[src/rtl/irq_pkg.sv]
package irq_pkg;

  // Source indices in fixed arbitration order; index also selects the vector slot.
  localparam int N_EXT   = 2;
  localparam int N_TMR   = 2;
  localparam int NUM_SRC = N_EXT + N_TMR + 1;
  localparam int SRC_IW  = $clog2(NUM_SRC);
  localparam int SER_IDX = NUM_SRC - 1;

  typedef enum logic [SRC_IW-1:0] {
    SRC_XI0 = 3'd0,
    SRC_TM0 = 3'd1,
    SRC_XI1 = 3'd2,
    SRC_TM1 = 3'd3,
    SRC_SER = 3'd4
  } src_e;

  // External pin i sits at slot 2*i, timer i at slot 2*i+1.
  function automatic int ext_slot(input int i);
    return 2 * i;
  endfunction

  function automatic int tmr_slot(input int i);
    return 2 * i + 1;
  endfunction

endpackage

[src/rtl/irq_pin_sync.sv]
module irq_pin_sync #(
  parameter int STAGES = 2
) (
  input  logic clk,
  input  logic rst,
  input  logic d,
  output logic q
);

  // Resets to the idle (high) level of an active-low pin.
  logic [STAGES-1:0] shf;

  generate
    if (STAGES == 1) begin : g_one
      always_ff @(posedge clk) begin
        if (rst) shf <= '1;
        else     shf <= d;
      end
    end else begin : g_many
      always_ff @(posedge clk) begin
        if (rst) shf <= '1;
        else     shf <= {shf[STAGES-2:0], d};
      end
    end
  endgenerate

  assign q = shf[STAGES-1];

endmodule

[src/rtl/irq_src_flags.sv]
module irq_src_flags #(
  parameter int N_EXT       = 2,
  parameter int N_TMR       = 2,
  parameter int SYNC_STAGES = 2
) (
  input  logic             clk,
  input  logic             rst,
  input  logic [N_EXT-1:0] ext_pin_n,
  input  logic [N_EXT-1:0] ext_edge,
  input  logic [N_TMR-1:0] tmr_ovf,
  input  logic [N_EXT-1:0] clr_ext,
  input  logic [N_TMR-1:0] clr_tmr,
  output logic [N_EXT-1:0] ext_req,
  output logic [N_TMR-1:0] tmr_req
);

  genvar g;

  generate
    for (g = 0; g < N_EXT; g++) begin : g_ext
      logic pin_s;
      logic pin_prev;
      logic fall_flag;

      irq_pin_sync #(.STAGES(SYNC_STAGES)) u_sync (
        .clk (clk),
        .rst (rst),
        .d   (ext_pin_n[g]),
        .q   (pin_s)
      );

      // A new falling edge wins over a clear in the same cycle.
      always_ff @(posedge clk) begin
        if (rst) begin
          pin_prev  <= 1'b1;
          fall_flag <= 1'b0;
        end else begin
          pin_prev <= pin_s;
          if (!ext_edge[g])             fall_flag <= 1'b0;
          else if (pin_prev && !pin_s)  fall_flag <= 1'b1;
          else if (clr_ext[g])          fall_flag <= 1'b0;
        end
      end

      assign ext_req[g] = ext_edge[g] ? fall_flag : ~pin_s;
    end

    for (g = 0; g < N_TMR; g++) begin : g_tmr
      logic ovf_flag;

      always_ff @(posedge clk) begin
        if (rst)              ovf_flag <= 1'b0;
        else if (tmr_ovf[g])  ovf_flag <= 1'b1;
        else if (clr_tmr[g])  ovf_flag <= 1'b0;
      end

      assign tmr_req[g] = ovf_flag;
    end
  endgenerate

endmodule

[src/rtl/irq_pick.sv]
module irq_pick #(
  parameter int N  = 5,
  parameter int IW = 3
) (
  input  logic [N-1:0]  req,
  output logic          hit,
  output logic [IW-1:0] idx
);

  // Lowest index wins: scan downward so the last match is the lowest.
  always_comb begin
    hit = |req;
    idx = '0;
    for (int i = N - 1; i >= 0; i--) begin
      if (req[i]) idx = IW'(i);
    end
  end

endmodule

[src/rtl/irq_svc_track.sv]
module irq_svc_track (
  input  logic clk,
  input  logic rst,
  input  logic take,
  input  logic take_hi,
  input  logic reti,
  output logic svc_hi,
  output logic svc_lo
);

  logic nxt_hi;
  logic nxt_lo;

  always_comb begin
    nxt_hi = svc_hi;
    nxt_lo = svc_lo;
    if (reti) begin
      if (svc_hi) nxt_hi = 1'b0;
      else        nxt_lo = 1'b0;
    end
    if (take) begin
      if (take_hi) nxt_hi = 1'b1;
      else         nxt_lo = 1'b1;
    end
  end

  always_ff @(posedge clk) begin
    if (rst) begin
      svc_hi <= 1'b0;
      svc_lo <= 1'b0;
    end else begin
      svc_hi <= nxt_hi;
      svc_lo <= nxt_lo;
    end
  end

endmodule

[src/rtl/irq_vec_ctrl.sv]
module irq_vec_ctrl
  import irq_pkg::*;
#(
  parameter int SYNC_STAGES = 2,
  parameter int ADDR_W      = 16,
  parameter int VEC_BASE    = 3,
  parameter int VEC_STRIDE  = 8,
  parameter int GLOBAL_BIT  = 7
) (
  input  logic              clk,
  input  logic              rst,
  input  logic [7:0]        en_reg,
  input  logic [4:0]        prio_reg,
  input  logic [1:0]        ext_pin_n,
  input  logic [1:0]        ext_edge,
  input  logic [1:0]        tmr_ovf,
  input  logic              ser_tx_done,
  input  logic              ser_rx_full,
  input  logic              ack,
  input  logic              reti,
  output logic              vec_valid,
  output logic [ADDR_W-1:0] vec_addr,
  output logic [1:0]        svc_lvl
);

  logic [N_EXT-1:0]   ext_req;
  logic [N_TMR-1:0]   tmr_req;
  logic [N_EXT-1:0]   clr_ext;
  logic [N_TMR-1:0]   clr_tmr;
  logic [NUM_SRC-1:0] pend;
  logic [NUM_SRC-1:0] en_mask;
  logic [NUM_SRC-1:0] act_hi;
  logic [NUM_SRC-1:0] act_lo;
  logic               hit_hi;
  logic               hit_lo;
  logic [SRC_IW-1:0]  idx_hi;
  logic [SRC_IW-1:0]  idx_lo;
  logic               win_ok;
  logic               win_hi;
  logic [SRC_IW-1:0]  win_id;
  logic               svc_hi;
  logic               svc_lo;
  logic               take;
  logic [SRC_IW-1:0]  id_q;
  logic               hi_q;
  logic               unused_en;

  assign unused_en = ^en_reg[6:5];

  irq_src_flags #(
    .N_EXT       (N_EXT),
    .N_TMR       (N_TMR),
    .SYNC_STAGES (SYNC_STAGES)
  ) u_flags (
    .clk       (clk),
    .rst       (rst),
    .ext_pin_n (ext_pin_n),
    .ext_edge  (ext_edge),
    .tmr_ovf   (tmr_ovf),
    .clr_ext   (clr_ext),
    .clr_tmr   (clr_tmr),
    .ext_req   (ext_req),
    .tmr_req   (tmr_req)
  );

  // Interleave sources into arbitration order.
  genvar g;
  generate
    for (g = 0; g < N_EXT; g++) begin : g_pend_ext
      assign pend[ext_slot(g)] = ext_req[g];
      assign clr_ext[g]        = take && (id_q == SRC_IW'(ext_slot(g)));
    end
    for (g = 0; g < N_TMR; g++) begin : g_pend_tmr
      assign pend[tmr_slot(g)] = tmr_req[g];
      assign clr_tmr[g]        = take && (id_q == SRC_IW'(tmr_slot(g)));
    end
  endgenerate

  assign pend[SER_IDX] = ser_tx_done | ser_rx_full;

  assign en_mask = en_reg[NUM_SRC-1:0] & {NUM_SRC{en_reg[GLOBAL_BIT]}};
  assign act_hi  = pend & en_mask &  prio_reg;
  assign act_lo  = pend & en_mask & ~prio_reg;

  irq_pick #(.N(NUM_SRC), .IW(SRC_IW)) u_pick_hi (
    .req (act_hi),
    .hit (hit_hi),
    .idx (idx_hi)
  );

  irq_pick #(.N(NUM_SRC), .IW(SRC_IW)) u_pick_lo (
    .req (act_lo),
    .hit (hit_lo),
    .idx (idx_lo)
  );

  // Nesting gate: high level blocks everything, low level blocks low.
  always_comb begin
    win_ok = 1'b0;
    win_hi = 1'b1;
    win_id = idx_hi;
    if (!svc_hi) begin
      if (hit_hi) begin
        win_ok = 1'b1;
      end else if (!svc_lo && hit_lo) begin
        win_ok = 1'b1;
        win_hi = 1'b0;
        win_id = idx_lo;
      end
    end
  end

  assign take = ack & vec_valid;

  always_ff @(posedge clk) begin
    if (rst) begin
      vec_valid <= 1'b0;
      vec_addr  <= '0;
      id_q      <= '0;
      hi_q      <= 1'b0;
    end else begin
      vec_valid <= win_ok & ~take;
      vec_addr  <= ADDR_W'(VEC_BASE) + ADDR_W'(win_id) * ADDR_W'(VEC_STRIDE);
      id_q      <= win_id;
      hi_q      <= win_hi;
    end
  end

  irq_svc_track u_svc (
    .clk     (clk),
    .rst     (rst),
    .take    (take),
    .take_hi (hi_q),
    .reti    (reti),
    .svc_hi  (svc_hi),
    .svc_lo  (svc_lo)
  );

  assign svc_lvl = {svc_hi, svc_lo};

endmodule

[config.mk]
export PLATFORM = sky130hd
export DESIGN_NAME = irq_vec_ctrl
export DESIGN_NICKNAME = d
export VERILOG_FILES = /design/src/rtl/irq_pkg.sv /design/src/rtl/irq_pin_sync.sv /design/src/rtl/irq_src_flags.sv /design/src/rtl/irq_pick.sv /design/src/rtl/irq_svc_track.sv /design/src/rtl/irq_vec_ctrl.sv
export SDC_FILE = /design/constraint.sdc
export NUM_CORES = 1
export LEC_CHECK = 0
export ABC_CLOCK_PERIOD_IN_PS = 4500
export BUFFER_PORTS_ARGS = -buffer_cell sky130_fd_sc_hd__buf_2
export CAP_MARGIN = 0
export CELL_PAD_IN_SITES_DETAIL_PLACEMENT = 2
export CELL_PAD_IN_SITES_GLOBAL_PLACEMENT = 2
export CORE_MARGIN = 3
export CORE_UTILIZATION = 27
export DETAILED_ROUTE_END_ITERATION = 10
export GPL_TIMING_DRIVEN = 0
export PLACE_DENSITY = 0.87
export SETUP_SLACK_MARGIN = 0.15
export SLEW_MARGIN = 20
export SYNTH_ARGS = -nofsm -noshare
export SYNTH_HDL_FRONTEND = slang
export SYNTH_SLANG_ARGS = --single-unit
[constraint.sdc]
create_clock -name clk -period 4.5 [get_ports clk]
set_clock_uncertainty 0.2 [all_clocks]
set_input_delay 0.675 -clock clk [delete_from_list [all_inputs] [get_ports clk]]
set_output_delay 0.675 -clock clk [all_outputs]
set_load 0.02 [all_outputs]
Yosys cells after proc, flatten, opt, wreduce, memory -nomap -nowiden --
Index checks and enable logic that the tools add are counted.
Storage, ports and cells: register bits after elaboration 33, output and inout bits 19, logic and storage cells 86
Operators by class: add/sub/neg operators 1, eq/ne operators 3, mux-type cells 36, bitwise gates (word level) 13, reductions and logical operators 19
Operators by type and width (number):
- $mux 3 | 13
- $mux 1 | 23
- $and 5x5->5 | 4
- $reduce_or 5->1 | 2
- $reduce_bool 2->1 | 4
- $add 2x6->7 const A | 1
- $logic_and 1x1->1 | 7
- $eq 3x2->1 const B | 2
- $not 1->1 | 5
- $not 5->5 | 1
- $reduce_or 2->1 | 2
- $eq 3x1->1 const B | 1
- $logic_not 1->1 | 3
- $logic_not 3->1 | 1
- $and 1x1->1 | 2
- $or 1x1->1 | 1

Longest topological paths before layout --
word-level depth 13, mapped depth 6, depth with buffers taken out 5

Hierarchy --
Synthesis repeated with hierarchy kept, for this count alone.
Second synthesis, totals: cell total of the unflattened synthesis 125, area, all modules 1019.7 um2
Modules (own cells, without submodules):
- irq_vec_ctrl | instances 1, cells an instance 64, area an instance 476.7 um2
- irq_src_flags | instances 1, cells an instance 28, area an instance 260.2 um2
- irq_pin_sync | instances 2, cells an instance 4, area an instance 52.6 um2
- irq_pick | instances 2, cells an instance 8, area an instance 48.8 um2
- irq_svc_track | instances 1, cells an instance 9, area an instance 80.1 um2

Worst setup path before layout --
Ideal clock, no wire load.
kind input-to-reg, start input en_reg[7], end register id_q[1], arrival 1.580 ns, data required time 4.183 ns, slack 2.602 ns, cell stages on the path 6, path buffers 1, path through buf_6 > nand4_4 > and2_1 > and4b_4 > nor4b_4 > a32o_1
Between the ends: word-level cells in the longest chain between the ends 10
Ends and longest elaborated chain:
- start: declaration | line irq_vec_ctrl.sv:12 | input logic [7:0] en_reg,
- $and 5x5->5 (*) | line irq_vec_ctrl.sv:81 | assign en_mask = en_reg[NUM_SRC-1:0] & {NUM_SRC{en_reg[GLOBAL_BIT]}};
- $and 5x5->5 (*) | line irq_vec_ctrl.sv:82, irq_vec_ctrl.sv:83
- $and 5x5->5 (on tied branches) | line irq_vec_ctrl.sv:82, irq_vec_ctrl.sv:83
- $mux 3 (4 in series) | line irq_pick.sv:15 | if (req[i]) idx = IW'(i);
- $mux 3 | line irq_vec_ctrl.sv:105 | end else if (!svc_lo && hit_lo) begin
- $mux 3 | line irq_vec_ctrl.sv:103 | if (hit_hi) begin
- $mux 3 (*) | line irq_vec_ctrl.sv:102 | if (!svc_hi) begin
- end signal: assignment | line irq_vec_ctrl.sv:124 | id_q <= win_id;
- end: declaration | line irq_vec_ctrl.sv:44 | logic [SRC_IW-1:0] id_q;
Mark *: on every way between the ends. The rest lies on a longest branch, timed or not. A chain may end at the register's enable or synchronous reset.

Worst setup path after layout --
start register u_svc.svc_lo, end output svc_lvl[0]
RTL lines:
- start: declaration | line irq_svc_track.sv:8 | output logic svc_lo
- start signal: assignment | line irq_svc_track.sv:33 | svc_lo <= nxt_lo;
- end: declaration | line irq_vec_ctrl.sv:23 | output logic [1:0] svc_lvl
No word-level cell between the ends.

==> flow_metrics.tcl <==
set metrics [dict create \
    fmax_mhz 541 \
    end_kind "output port" \
    drc 0 \
    viasPerCell 4.58 \
    ir_drop_mv 0.222 \
    first_global_vias 996 \
    drt_iter0_drc 32 \
    synth.top_cell.area_share_pct 36.6 \
    numCtsBuffers 3 \
    synth.distinct_cells 33 \
    grt_usage_pct 13.7 \
    hold_viol 0 \
    hp-class "reg2reg" \
    grt_overflow 0 \
    fp.dieH_um 66.4 \
    dieArea_um2 4410 \
    nets 182 \
    clkTransAtPathRegs_ps 100 \
    wl_per_cell_um 13.6 \
    maxSlewViolCount 0 \
    power_uw 343 \
    grt_max_degree 11 \
    rsz0062_at_grt "false" \
    io_buffers 29 \
    synth_cells 113 \
    syn_avg_cell_area_um2 8.71 \
    p_int_uw 249 \
    fin_tns_setup_ps 0 \
    pin_count 44 \
    clockRootBuffer "clkbuf_4" \
    first_pass_iters 4 \
    pwr-share-seq_pct 50.4 \
    cts_hold_buf 0 \
    clk_latency_ps 290 \
    critPathArrivalTime_ps 970 \
    die_x_um 66.4 \
    p_sw_uw 93.9 \
    clock_path_buffers 2 \
    power_leakage_nw 0.635 \
    period_needed_ps 1850 \
    grt_first_pass_wirelength_mm 4.54 \
    diodes 0 \
    p_sw_share_pct 27.4 \
    power_density_nw_per_um2 272 \
    yosysSeqAreaShare_pct 36.6 \
    area_growth_pct 28.1 \
    maxCapViolations 0 \
    p_comb_share_pct 21.6 \
    antenna_left 0 \
    grt_antenna_before_repair 0 \
    tritoncts "yes" \
    synthTopCellsByArea "dfxtp_1, buf_4, nor2_1" \
    post_cts_buffers 0 \
    period_share_pct 41.1 \
    mostFrequentLayoutCell "buf_2" \
    setup_viol 0 \
    synth.largest_area_cell "dfxtp_1" \
    cts_resized 0 \
    layout_common_cells "buf_2, dfxtp_1, buf_4" \
    synth_area_um2 985 \
    status "complete, no violations" \
    yosys_warnings 0 \
    path_class "reg2out" \
    crit_fanout 4 \
    routed_wl_mm 2.76 \
    cts_sinks 18 \
    clkPwrFrac_pct 28.0 \
    core-area_um2 3420 \
    drive_above_1_share_pct 40.4 \
    worstSetupStartpointType "flop" \
    crit_required_ps 3620 \
    rows 21 \
    start_util_pct 28.8 \
    dp_hpwl_mm 2.34 \
    ys_seq_elements 18 \
    place_congestion 0.881 \
    cts_max_level 1 \
    vias 925 \
]
[stage by stage]
stage	setup WS, ps	utilization, %	hold slack [ps]	std cells	cell area (um^2)
6_report	2650	36.9	222	202	1260
5_1_grt	2590	36.9	242	202	1260
4_1_cts	2640	36.9	227	202	1260
3_5_place_dp	2440	35.9	200	198	1220
3_3_place_gp	2460	35.9	196	198	1220
2_1_floorplan	2600	-	189	123	1020
[synthesized netlist by cell type]
master,n
and4b_4,1
clkbuf_1,1
o31ai_1,1
nand3_1,4
nor2_1,13
or3_1,1
nand3_2,2
nand4_1,2
a32o_1,2
o41ai_1,1
and2_1,1
nand2_1,6
dfxtp_1,18
or2_2,6
nor4b_4,1
and3_1,4
o21ai_0,1
nor2b_4,1
nor3_1,2
nand2b_1,7
nand3b_1,2
a21oi_1,6
inv_1,5
o22ai_1,1
o211ai_2,1
nand4_4,1
buf_6,1
o21ai_2,1
buf_4,14
a31oi_1,2
nand4_2,1
a22o_1,2
conb_1,1
[sequential cells by signal, indices dropped and copies added (netlist names)]
signal                    count
u_flags.g_ext.pin_prev        2
u_flags.g_ext.u_sync.shf      4
vec_addr                      1
u_svc.svc_lo                  1
id_q                          3
hi_q                          1
u_flags.g_tmr.ovf_flag        2
u_flags.g_ext.fall_flag       2
vec_valid                     1
u_svc.svc_hi                  1
[cells by family after synthesis]
family,Yosys count,synth area share [%]
AOI/OAI and AO/OA,18,13.1
buffers and inverters,21,14.1
DFF,18,36.6
other,1,0.381
and+or+nand+nor,55,35.8
[power groups by stage]
| stage | clock network [mW] | logic [mW] | registers, mW |
|---|---|---|---|
| floorplan | 0 | 0.0470 | 0.178 |
| global placement | 0 | 0.0708 | 0.176 |
| detailed placement | 0 | 0.0737 | 0.177 |
| CTS | 0.0999 | 0.0745 | 0.173 |
| global route | 0.109 | 0.0824 | 0.174 |
| finish | 0.0960 | 0.0743 | 0.173 |
[per-layer routing]
metal  wire [um]  track usage, %  share of wire [%]
met5           0               0                  0
met4          23            3.55               0.83
met3         139            3.74                5.0
met2        1490            25.9                 54
met1        1100            14.6                 40
[layout make-up]
type | instances | area (um^2)
clock buffers | 4 | 36.3
fillers | 419 | 2150
multi-input cells | 84 | 523
plain buffers | 16 | 120
repair buffers | 29 | 145
well taps | 46 | 57.6
flip-flops and latches | 18 | 360
inverters | 5 | 18.8
[critical path, cell delays in order, from the launching register on]
cell	delay (ps)
dfxtp_1	410
buf_4	130
buf_2	150
[final timing paths]
kind / startpoint / to / slack, ps / cells past startpoint
setup / recovery: u_svc.svc_lo / svc_lvl[0] / 2650 / 2
hold / removal: u_flags.g_ext[1].u_sync.shf[0] / u_flags.g_ext[1].u_sync.shf[1] / 220 / 1
setup reg to reg: u_flags.g_tmr[0].ovf_flag / id_q[1] / 2890 / 5
hold reg to reg: u_flags.g_ext[1].u_sync.shf[0] / u_flags.g_ext[1].u_sync.shf[1] / 220 / 1
(Power assumes the default switching activity.)
